### src/rtl/pit_pkg.sv
package pit_pkg;
   // Control bit positions; the prescale code sits in bits 3:0.
   localparam int CTL_IE_BIT = 8;
   localparam int CTL_EN_BIT = 5;
   localparam int CTL_OS_BIT = 4;
   localparam int CODE_W     = 4;

   // Register window layout inside one channel slot.
   localparam int WIN_LSB = 7;

   typedef enum logic [1:0] {
      REG_CTL  = 2'd0,
      REG_STS  = 2'd1,
      REG_LOAD = 2'd2,
      REG_CNT  = 2'd3
   } reg_sel_e;
endpackage

### src/rtl/pit_prescaler.sv
module pit_prescaler #(
   parameter int PRE_MAX = 8
) (
   input  logic       clk,
   input  logic       rst_n,
   input  logic       run,
   input  logic       restart,
   input  logic [3:0] code,
   output logic       tick
);
   localparam int PCW = (PRE_MAX > 0) ? PRE_MAX : 1;

   initial begin
      if (PRE_MAX < 0 || PRE_MAX > 15)
         $error("pit_prescaler: PRE_MAX must be within 0..15");
   end

   generate
      if (PRE_MAX == 0) begin : g_nodiv
         assign tick = run;
      end else begin : g_div
         logic [3:0]     eff;
         logic [PCW-1:0] lim;
         logic [PCW-1:0] phase_q;

         always_comb begin
            eff = (code > 4'(PRE_MAX)) ? 4'(PRE_MAX) : code;
            lim = PCW'((32'd1 << eff) - 32'd1);
         end

         assign tick = run && (phase_q >= lim);

         always_ff @(posedge clk or negedge rst_n) begin
            if (!rst_n)       phase_q <= '0;
            else if (restart) phase_q <= '0;
            else if (run)     phase_q <= tick ? '0 : phase_q + 1'b1;
         end

         a_r8_phase_reset: assert property (@(posedge clk) disable iff (!rst_n)
            restart |=> (phase_q == '0));
      end
   endgenerate
endmodule

### src/rtl/pit_decode.sv
module pit_decode
   import pit_pkg::*;
#(
   parameter int N_CH = 2,
   parameter int AW   = 12
) (
   input  logic [AW-1:0]   addr,
   output logic [N_CH-1:0] hit,
   output reg_sel_e        sel
);
   localparam int SW = AW - WIN_LSB;

   logic [SW-1:0]      slot;
   logic [WIN_LSB-1:0] off;
   logic               off_ok;

   assign slot   = addr[AW-1:WIN_LSB];
   assign off    = addr[WIN_LSB-1:0];
   assign off_ok = (off[WIN_LSB-1:4] == '0) && (off[1:0] == 2'b00);
   assign sel    = reg_sel_e'(off[3:2]);

   generate
      for (genvar c = 0; c < N_CH; c++) begin : g_hit
         assign hit[c] = off_ok && (slot == SW'(c + 1));
      end
   endgenerate
endmodule

### src/rtl/pit_channel.sv
module pit_channel
   import pit_pkg::*;
#(
   parameter int DW      = 16,
   parameter int CNT_W   = 16,
   parameter int PRE_MAX = 8
) (
   input  logic          clk,
   input  logic          rst_n,
   input  logic          ctl_wr,
   input  logic          sts_wr,
   input  logic          load_wr,
   input  logic [DW-1:0] wdata,
   output logic [DW-1:0] ctl_rd,
   output logic [DW-1:0] sts_rd,
   output logic [DW-1:0] load_rd,
   output logic [DW-1:0] cnt_rd,
   output logic          irq_req
);
   logic              ie_q, en_q, os_q, sts_q;
   logic [CODE_W-1:0] code_q;
   logic [CNT_W-1:0]  load_q, count_q;
   logic              restart, tick, expire;

   assign restart = load_wr || (ctl_wr && wdata[CTL_EN_BIT] && !en_q);
   assign expire  = tick && (count_q == load_q);

   pit_prescaler #(.PRE_MAX(PRE_MAX)) u_pre (
      .clk     (clk),
      .rst_n   (rst_n),
      .run     (en_q),
      .restart (restart),
      .code    (code_q),
      .tick    (tick)
   );

   always_ff @(posedge clk or negedge rst_n) begin
      if (!rst_n) begin
         ie_q   <= 1'b0;
         en_q   <= 1'b0;
         os_q   <= 1'b0;
         code_q <= '0;
      end else if (ctl_wr) begin
         ie_q   <= wdata[CTL_IE_BIT];
         en_q   <= wdata[CTL_EN_BIT];
         os_q   <= wdata[CTL_OS_BIT];
         code_q <= wdata[CODE_W-1:0];
      end else if (expire && os_q) begin
         en_q   <= 1'b0;
      end
   end

   always_ff @(posedge clk or negedge rst_n) begin
      if (!rst_n)       load_q <= '1;
      else if (load_wr) load_q <= wdata[CNT_W-1:0];
   end

   always_ff @(posedge clk or negedge rst_n) begin
      if (!rst_n)       count_q <= '0;
      else if (restart) count_q <= '0;
      else if (tick)    count_q <= expire ? '0 : count_q + 1'b1;
   end

   always_ff @(posedge clk or negedge rst_n) begin
      if (!rst_n)                 sts_q <= 1'b0;
      else if (expire)            sts_q <= 1'b1;
      else if (sts_wr && wdata[0]) sts_q <= 1'b0;
   end

   always_comb begin
      ctl_rd                = '0;
      ctl_rd[CTL_IE_BIT]    = ie_q;
      ctl_rd[CTL_EN_BIT]    = en_q;
      ctl_rd[CTL_OS_BIT]    = os_q;
      ctl_rd[CODE_W-1:0]    = code_q;
      sts_rd                = DW'(sts_q);
      load_rd               = DW'(load_q);
      cnt_rd                = DW'(count_q);
   end

   assign irq_req = sts_q && ie_q;

   a_r5_oneshot_stops: assert property (@(posedge clk) disable iff (!rst_n)
      (expire && os_q && !ctl_wr) |=> !en_q);
   a_r6_expiry_sets_status: assert property (@(posedge clk) disable iff (!rst_n)
      expire |=> sts_q);
   a_r4_count_within_period: assert property (@(posedge clk) disable iff (!rst_n)
      count_q <= load_q);
   a_r10_stopped_holds: assert property (@(posedge clk) disable iff (!rst_n)
      (!en_q && !load_wr && !ctl_wr) |=> $stable(count_q));
endmodule

### src/rtl/pit_top.sv
module pit_top
   import pit_pkg::*;
#(
   parameter int N_CH    = 2,
   parameter int DW      = 16,
   parameter int CNT_W   = 16,
   parameter int PRE_MAX = 8,
   parameter int AW      = 12
) (
   input  logic          clk,
   input  logic          rst_n,
   input  logic          bus_wr,
   input  logic [AW-1:0] bus_addr,
   input  logic [DW-1:0] bus_wdata,
   output logic [DW-1:0] bus_rdata,
   output logic          irq
);
   initial begin
      if (N_CH < 1) $error("pit_top: N_CH must be at least 1");
      if (DW < CTL_IE_BIT + 1) $error("pit_top: DW too narrow for control bits");
      if (CNT_W < 1 || CNT_W > DW) $error("pit_top: CNT_W must be 1..DW");
      if ((N_CH + 1) * (1 << WIN_LSB) > (1 << AW))
         $error("pit_top: AW too narrow for N_CH windows");
   end

   logic [N_CH-1:0] hit;
   reg_sel_e        sel;
   logic [N_CH-1:0] irq_vec;
   logic [DW-1:0]   ch_rd [N_CH];

   pit_decode #(.N_CH(N_CH), .AW(AW)) u_dec (
      .addr (bus_addr),
      .hit  (hit),
      .sel  (sel)
   );

   generate
      for (genvar c = 0; c < N_CH; c++) begin : g_ch
         logic [DW-1:0] r_ctl, r_sts, r_load, r_cnt;
         logic          wr_here;

         assign wr_here = bus_wr && hit[c];

         pit_channel #(.DW(DW), .CNT_W(CNT_W), .PRE_MAX(PRE_MAX)) u_ch (
            .clk     (clk),
            .rst_n   (rst_n),
            .ctl_wr  (wr_here && (sel == REG_CTL)),
            .sts_wr  (wr_here && (sel == REG_STS)),
            .load_wr (wr_here && (sel == REG_LOAD)),
            .wdata   (bus_wdata),
            .ctl_rd  (r_ctl),
            .sts_rd  (r_sts),
            .load_rd (r_load),
            .cnt_rd  (r_cnt),
            .irq_req (irq_vec[c])
         );

         always_comb begin
            unique case (sel)
               REG_CTL:  ch_rd[c] = r_ctl;
               REG_STS:  ch_rd[c] = r_sts;
               REG_LOAD: ch_rd[c] = r_load;
               default:  ch_rd[c] = r_cnt;
            endcase
         end
      end
   endgenerate

   always_comb begin
      bus_rdata = '0;
      for (int c = 0; c < N_CH; c++)
         if (hit[c]) bus_rdata = bus_rdata | ch_rd[c];
   end

   assign irq = |irq_vec;

   a_r2_single_window: assert property (@(posedge clk) disable iff (!rst_n)
      $onehot0(hit));
   a_r2_unmapped_reads_zero: assert property (@(posedge clk) disable iff (!rst_n)
      (hit == '0) |-> (bus_rdata == '0));
endmodule

### config.mk
export PLATFORM = sky130hd
export DESIGN_NAME = pit_top
export DESIGN_NICKNAME = d
export VERILOG_FILES = /design/src/rtl/pit_pkg.sv /design/src/rtl/pit_prescaler.sv /design/src/rtl/pit_decode.sv /design/src/rtl/pit_channel.sv /design/src/rtl/pit_top.sv
export SDC_FILE = /design/constraint.sdc
export NUM_CORES = 1
export LEC_CHECK = 0
export ABC_AREA = 0
export BUFFER_PORTS_ARGS = -buffer_cell sky130_fd_sc_hd__buf_2
export CAP_MARGIN = 20
export CORE_ASPECT_RATIO = 1.2
export CORE_MARGIN = 2
export CORE_UTILIZATION = 35
export DETAILED_ROUTE_END_ITERATION = 12
export GPL_TIMING_DRIVEN = 0
export HOLD_SLACK_MARGIN = 0.12
export PLACE_DENSITY = 0.56
export REMOVE_ABC_BUFFERS = 1
export SLEW_MARGIN = 20
export SYNTH_ARGS = -nofsm -noshare
export SYNTH_HDL_FRONTEND = slang
export SYNTH_SLANG_ARGS = --single-unit
export TNS_END_PERCENT = 50
### constraint.sdc
create_clock -name clk -period 8.2 [get_ports clk]
set_clock_uncertainty 0.2 [all_clocks]
set_input_delay 1.23 -clock clk [delete_from_list [all_inputs] [get_ports clk]]
set_output_delay 1.23 -clock clk [all_outputs]
set_load 0.02 [all_outputs]
# Word-level counts from Yosys, hierarchy flattened
# Cells that the tools add are included.
dict set report totals {
  regBits 96
  latchBits 0
  ramBits 0
  mem_bits_ro 0
  input_bits 31
  output_inout_bits 17
  wordCells 102
  n_memories 0
}
dict set report classes {
  n_addsub 6
  mul 0
  div_mod_pow 0
  magnitude_cmp 4
  eq_ne 6
  shift 2
  muxes 26
  n_bitwise 1
  reduce_logical 41
}
# cell n
set op_table {}
lappend op_table {{$mux 16} 8}
lappend op_table {{$pmux 16 s3} 2}
lappend op_table {{$mux 8} 6}
lappend op_table {{$add 16x1->16 const B} 2}
lappend op_table {{$eq 16x16->1} 2}
lappend op_table {{$logic_and 1x1->1} 25}
lappend op_table {{$add 8x1->8 const B} 2}
lappend op_table {{$ge 8x8->1} 2}
lappend op_table {{$or 16x16->16} 1}
lappend op_table {{$reduce_bool 2->1} 8}
lappend op_table {{$shl 1x4->8 const A} 2}
lappend op_table {{$sub 8x1->8 const B} 2}
lappend op_table {{$gt 4x4->1 const B} 2}
lappend op_table {{$mux 1} 8}
lappend op_table {{$mux 4} 2}
lappend op_table {{$eq 5x1->1 const B} 1}
lappend op_table {{$eq 5x2->1 const B} 1}
lappend op_table {{$logic_not 2->1} 2}
lappend op_table {{$logic_not 3->1} 1}
lappend op_table {{$eq 2x1->1 const B} 1}
lappend op_table {{$eq 2x2->1 const B} 1}
lappend op_table {{$logic_not 1->1} 2}
lappend op_table {{$logic_or 1x1->1} 2}
lappend op_table {{$reduce_or 2->1} 1}

# Logic depth before layout (Yosys ltp)
dict set report logic_depth {
  ltp_word 10
  mapped_depth 16
  ltp_nobuf 13
}

# Hierarchy
# Synthesis repeated with hierarchy kept, for this count alone.
dict set report hier_totals {
  cells_unflattened 700
  hier_area_um2 7056.8
}
# mod n_inst cells_each area_each_um2 seq_area_each_um2
set by_module_without_submodules {}
lappend by_module_without_submodules {pit_channel 2 201 2254.7 1021.0}
lappend by_module_without_submodules {pit_prescaler 2 81 708.2 200.2}
lappend by_module_without_submodules {pit_top 1 129 1072.3 0.0}
lappend by_module_without_submodules {pit_decode 1 7 58.8 0.0}

# Worst setup path before layout
# Ideal clock, no wire load.
dict set report synth_timing {
  kind {input to output}
  startpoint {input port bus_addr[3]}
  endpoint {output port bus_rdata[10]}
  t_arrival_ps 2963
  required_time_ps 6770
  setup_slack_ps 3807
  stages 5
  n_path_buf 3
  cell_sequence {clkbuf_1 > buf_1 > clkbuf_1 > nand2_1 > o22ai_1}
}
dict set report synth_between {
  elab_chain_len 5
  word_cells_on_any_way 8
  classes_between {eq/ne: 2; mux: 4; bitwise: 1; reduce/logical: 1}
}
# item line
set synth_rtl {}
lappend synth_rtl {{from (decl)} pit_top.sv:13} ;# input logic [AW-1:0] bus_addr,
lappend synth_rtl {{$eq 2x2->1 (tied with other cells)} pit_top.sv:59} ;# unique case (sel)
lappend synth_rtl {{$pmux 16 s3} pit_top.sv:59}
lappend synth_rtl {{$mux 16} pit_top.sv:72} ;# if (hit[c]) bus_rdata = bus_rdata | ch_rd[c];
lappend synth_rtl {{$or 16x16->16} pit_top.sv:72}
lappend synth_rtl {{$mux 16 (*)} pit_top.sv:72}
lappend synth_rtl {{to (decl)} pit_top.sv:15} ;# output logic [DW-1:0] bus_rdata,
# Mark *: on every way between the ends. The rest lies on a longest branch, timed or not.

# Worst setup path after layout
dict set report layout_timing {
  startpoint {input port bus_addr[0]}
  endpoint {output port bus_rdata[7]}
}
dict set report layout_between {
  elab_chain_len 6
  word_cells_on_any_way 7
  classes_between {mux: 2; bitwise: 1; reduce/logical: 4}
}
# item line
set layout_rtl {}
lappend layout_rtl {{$logic_not 2->1 (*)} pit_decode.sv:19} ;# assign off_ok = (off[WIN_LSB-1:4] == '0) && (off[1:0] == 2'b00);
lappend layout_rtl {{$logic_and 1x1->1 (*)} pit_decode.sv:19}
lappend layout_rtl {{$logic_and 1x1->1} pit_decode.sv:24} ;# assign hit[c] = off_ok && (slot == SW'(c + 1));
lappend layout_rtl {{$mux 16} pit_top.sv:72}
lappend layout_rtl {{$or 16x16->16} pit_top.sv:72}
lappend layout_rtl {{$mux 16 (*)} pit_top.sv:72}
# Marks and branches as above.

==> results_dict.tcl <==
set metrics [dict create \
    hold_class "flop to flop" \
    gp_congestion 0.869 \
    worstSetupEndpointType "output pin" \
    hpwl_mm 11.3 \
    core_um2 16900 \
    area_growth_pct 11.4 \
    fin_area_um2 6740 \
    cts_buffer_depth 2 \
    drtIter0Drc 245 \
    start_util_pct 35.8 \
    irDropWorstVdd_v 0.0000885 \
    cts-resized-gates 0 \
    synth_area_leaders "dfrtp_1 (26%), dfstp_2 (14%), mux2_2 (8.4%)" \
    rsz0062_at_grt "false" \
    period_minus_slack_ps 4840 \
    routed_wl_mm 15.1 \
    synth_cell_type_count 55 \
    clock_latency_ps 340 \
    tightest_slew_ps 924 \
    final_layout_size_suffix_gt1_share_pct 23.8 \
    layout_common_cells "dfrtp_1 (64), buf_2 (46), mux2_2 (45), nor2_1 (42), xnor2_1 (34)" \
    ant_nets 0 \
    drcViolationCount 0 \
    critPathLaunchType "primary input" \
    syn_inst 611 \
    portBuffers 47 \
    viasPerCell 5.53 \
    dp_cells 843 \
    syn_area_um2 6050 \
    power_w 0.00135 \
    holdBufCountCts 0 \
    ys.warnings.count 0 \
    ys_ff_latch 96 \
    powerDensity_nw_per_um2 201 \
    grt_max_degree 50 \
    fp.dieArea_um2 18400 \
    nets 691 \
    setup_tns_ps 0 \
    cts_tree "built" \
    final_cells 859 \
    reg2regPathDepth 12 \
    synth.top_cell.area_share_pct 26.5 \
    vias 4748 \
    routedWlPerCell_um 17.6 \
    grt-ovfl-total 0 \
    critical_path_class "primary input to output pin" \
    antenna_found_initial 0 \
    ys_async_sr_fraction_pct 100 \
    dpl_cell_area_um2 6440 \
    diodes 0 \
    cts_setup_buffers 0 \
    synth_ff_type "dfrtp_1" \
    clkSlewWorstSetupHoldPaths_ps 60 \
    layout_commonest_cell "dfrtp_1" \
    holdPathStages 1 \
    r2r_slack_ps 4330 \
    io_pins 48 \
    setup_viol 0 \
    worstPathRequired_ps 6770 \
    fp-row-count 52 \
    hold_violations 0 \
    yosysTopAreaCell "dfrtp_1" \
    ys_seq_area_share_pct 40.4 \
    cp_max_fo 9 \
    synth_edf_count 0 \
    first_pass_iters 4 \
    grt_usage_pct 17.3 \
    cts_made_buffers 9 \
    status "finished clean" \
    avgSynthCellArea_um2 9.90 \
    maxSlewViolCount 0 \
    crit_arrival_ps 3410 \
    cts-root-buf "clkbuf_16" \
    grt_pass1_wl_mm 24.7 \
    timing.final.crit_share_pct 59.0 \
    p_leak_nw 2.97 \
    max_slew_margin_pct 37.9 \
    htreeDepth 3 \
    dieWidth_um 124 \
    grt_pass1_vias 4809 \
    maxCapViolCount 0 \
    max_freq_mhz 207 \
    cts_sinks 96 \
    dieHeight_um 148 \
]
## final timing paths
kind | end | start
min in group asynchronous | g_ch[0].u_ch.u_pre.g_div.phase_q[1] | rst_n
max reg2reg | g_ch[0].u_ch.u_pre.g_div.phase_q[4] | g_ch[0].u_ch.code_q[3]
min reg2reg | g_ch[1].u_ch.en_q | g_ch[1].u_ch.os_q
min | g_ch[1].u_ch.en_q | g_ch[1].u_ch.os_q
max | bus_rdata[7] | bus_addr[0]
max in group asynchronous | g_ch[0].u_ch.load_rd[14] | rst_n
## power by group
group          internal (W)  switching (W)  leakage [nW]
Sequential         0.000536       0.000117          1.16
Combinational      0.000141       0.000149          1.67
Clock              0.000229       0.000181         0.145
## state kept, by name (all words and copies together) (netlist names)
register,flops
g_ch.u_ch.ie_q,2
g_ch.u_ch.os_q,2
g_ch.u_ch.code_q,8
g_ch.u_ch.en_q,2
g_ch.u_ch.load_rd,32
g_ch.u_ch.sts_q,2
g_ch.u_ch.cnt_rd,32
g_ch.u_ch.u_pre.g_div.phase_q,16
## stage by stage
stage / hold slack [ps] / utilization, % / worst slack, ps
3_3_place_gp: 264 / 37.9 / 3350
5_1_grt: 294 / 39.8 / 3270
3_5_place_dp: 267 / 38.1 / 3350
2_1_floorplan: 241 / - / 3920
6_report: 282 / 39.8 / 3360
4_1_cts: 280 / 39.8 / 3350
## layout make-up
| cell class | count | area (µm²) |
|---|---|---|
| fillers | 1666 | 10200 |
| multi-input cells | 468 | 3410 |
| flip-flops and latches | 96 | 2440 |
| clock buffers | 13 | 270 |
| well taps | 216 | 270 |
| repair buffers | 48 | 269 |
| inverters | 15 | 56.3 |
| clock inverters | 3 | 15.0 |
## worst max-delay path: stages
cell     delay [ps]
buf_2           110
or4_4           540
nor4_2          630
nand2_1         370
o22ai_1         310
buf_2           220
## layer usage
layer,GRT usage (%),vias up,part of all wire (%)
met5,0,-,0
met4,7.42,0,2.2
met3,1.97,17,2.1
met2,30.0,64,52
met1,21.6,2367,44
li1,-,2300,-
## Yosys cell counts, drive strengths merged, types with 11 or more instances
library cell  instances
a21o                 18
a21oi                29
a22o                 18
clkbuf               24
dfrtp                64
dfstp                32
ha                   22
inv                  15
mux2                 45
mux2i                33
nand2                33
nand3                20
nand4                13
nor2                 44
nor2b                11
nor3                 12
nor4                 12
o21ai                33
o22ai                16
xnor2                34
## logic make-up (layout without fill, tap and decap cells)
family | after synthesis | in the layout | synth area share [%]
xor gates and xnor gates | 39 | 39 | 5.65
and+or+nand+nor | 187 | 187 | 16.5
AOI/OAI and AO/OA | 140 | 140 | 15.1
DFF | 96 | 96 | 40.4
adders and majority gates | 22 | 22 | 4.55
muxes | 80 | 80 | 14.6
buffers and inverters | 47 | 79 | 3.33
No activity file was read; power rests on OpenSTA's default activity.
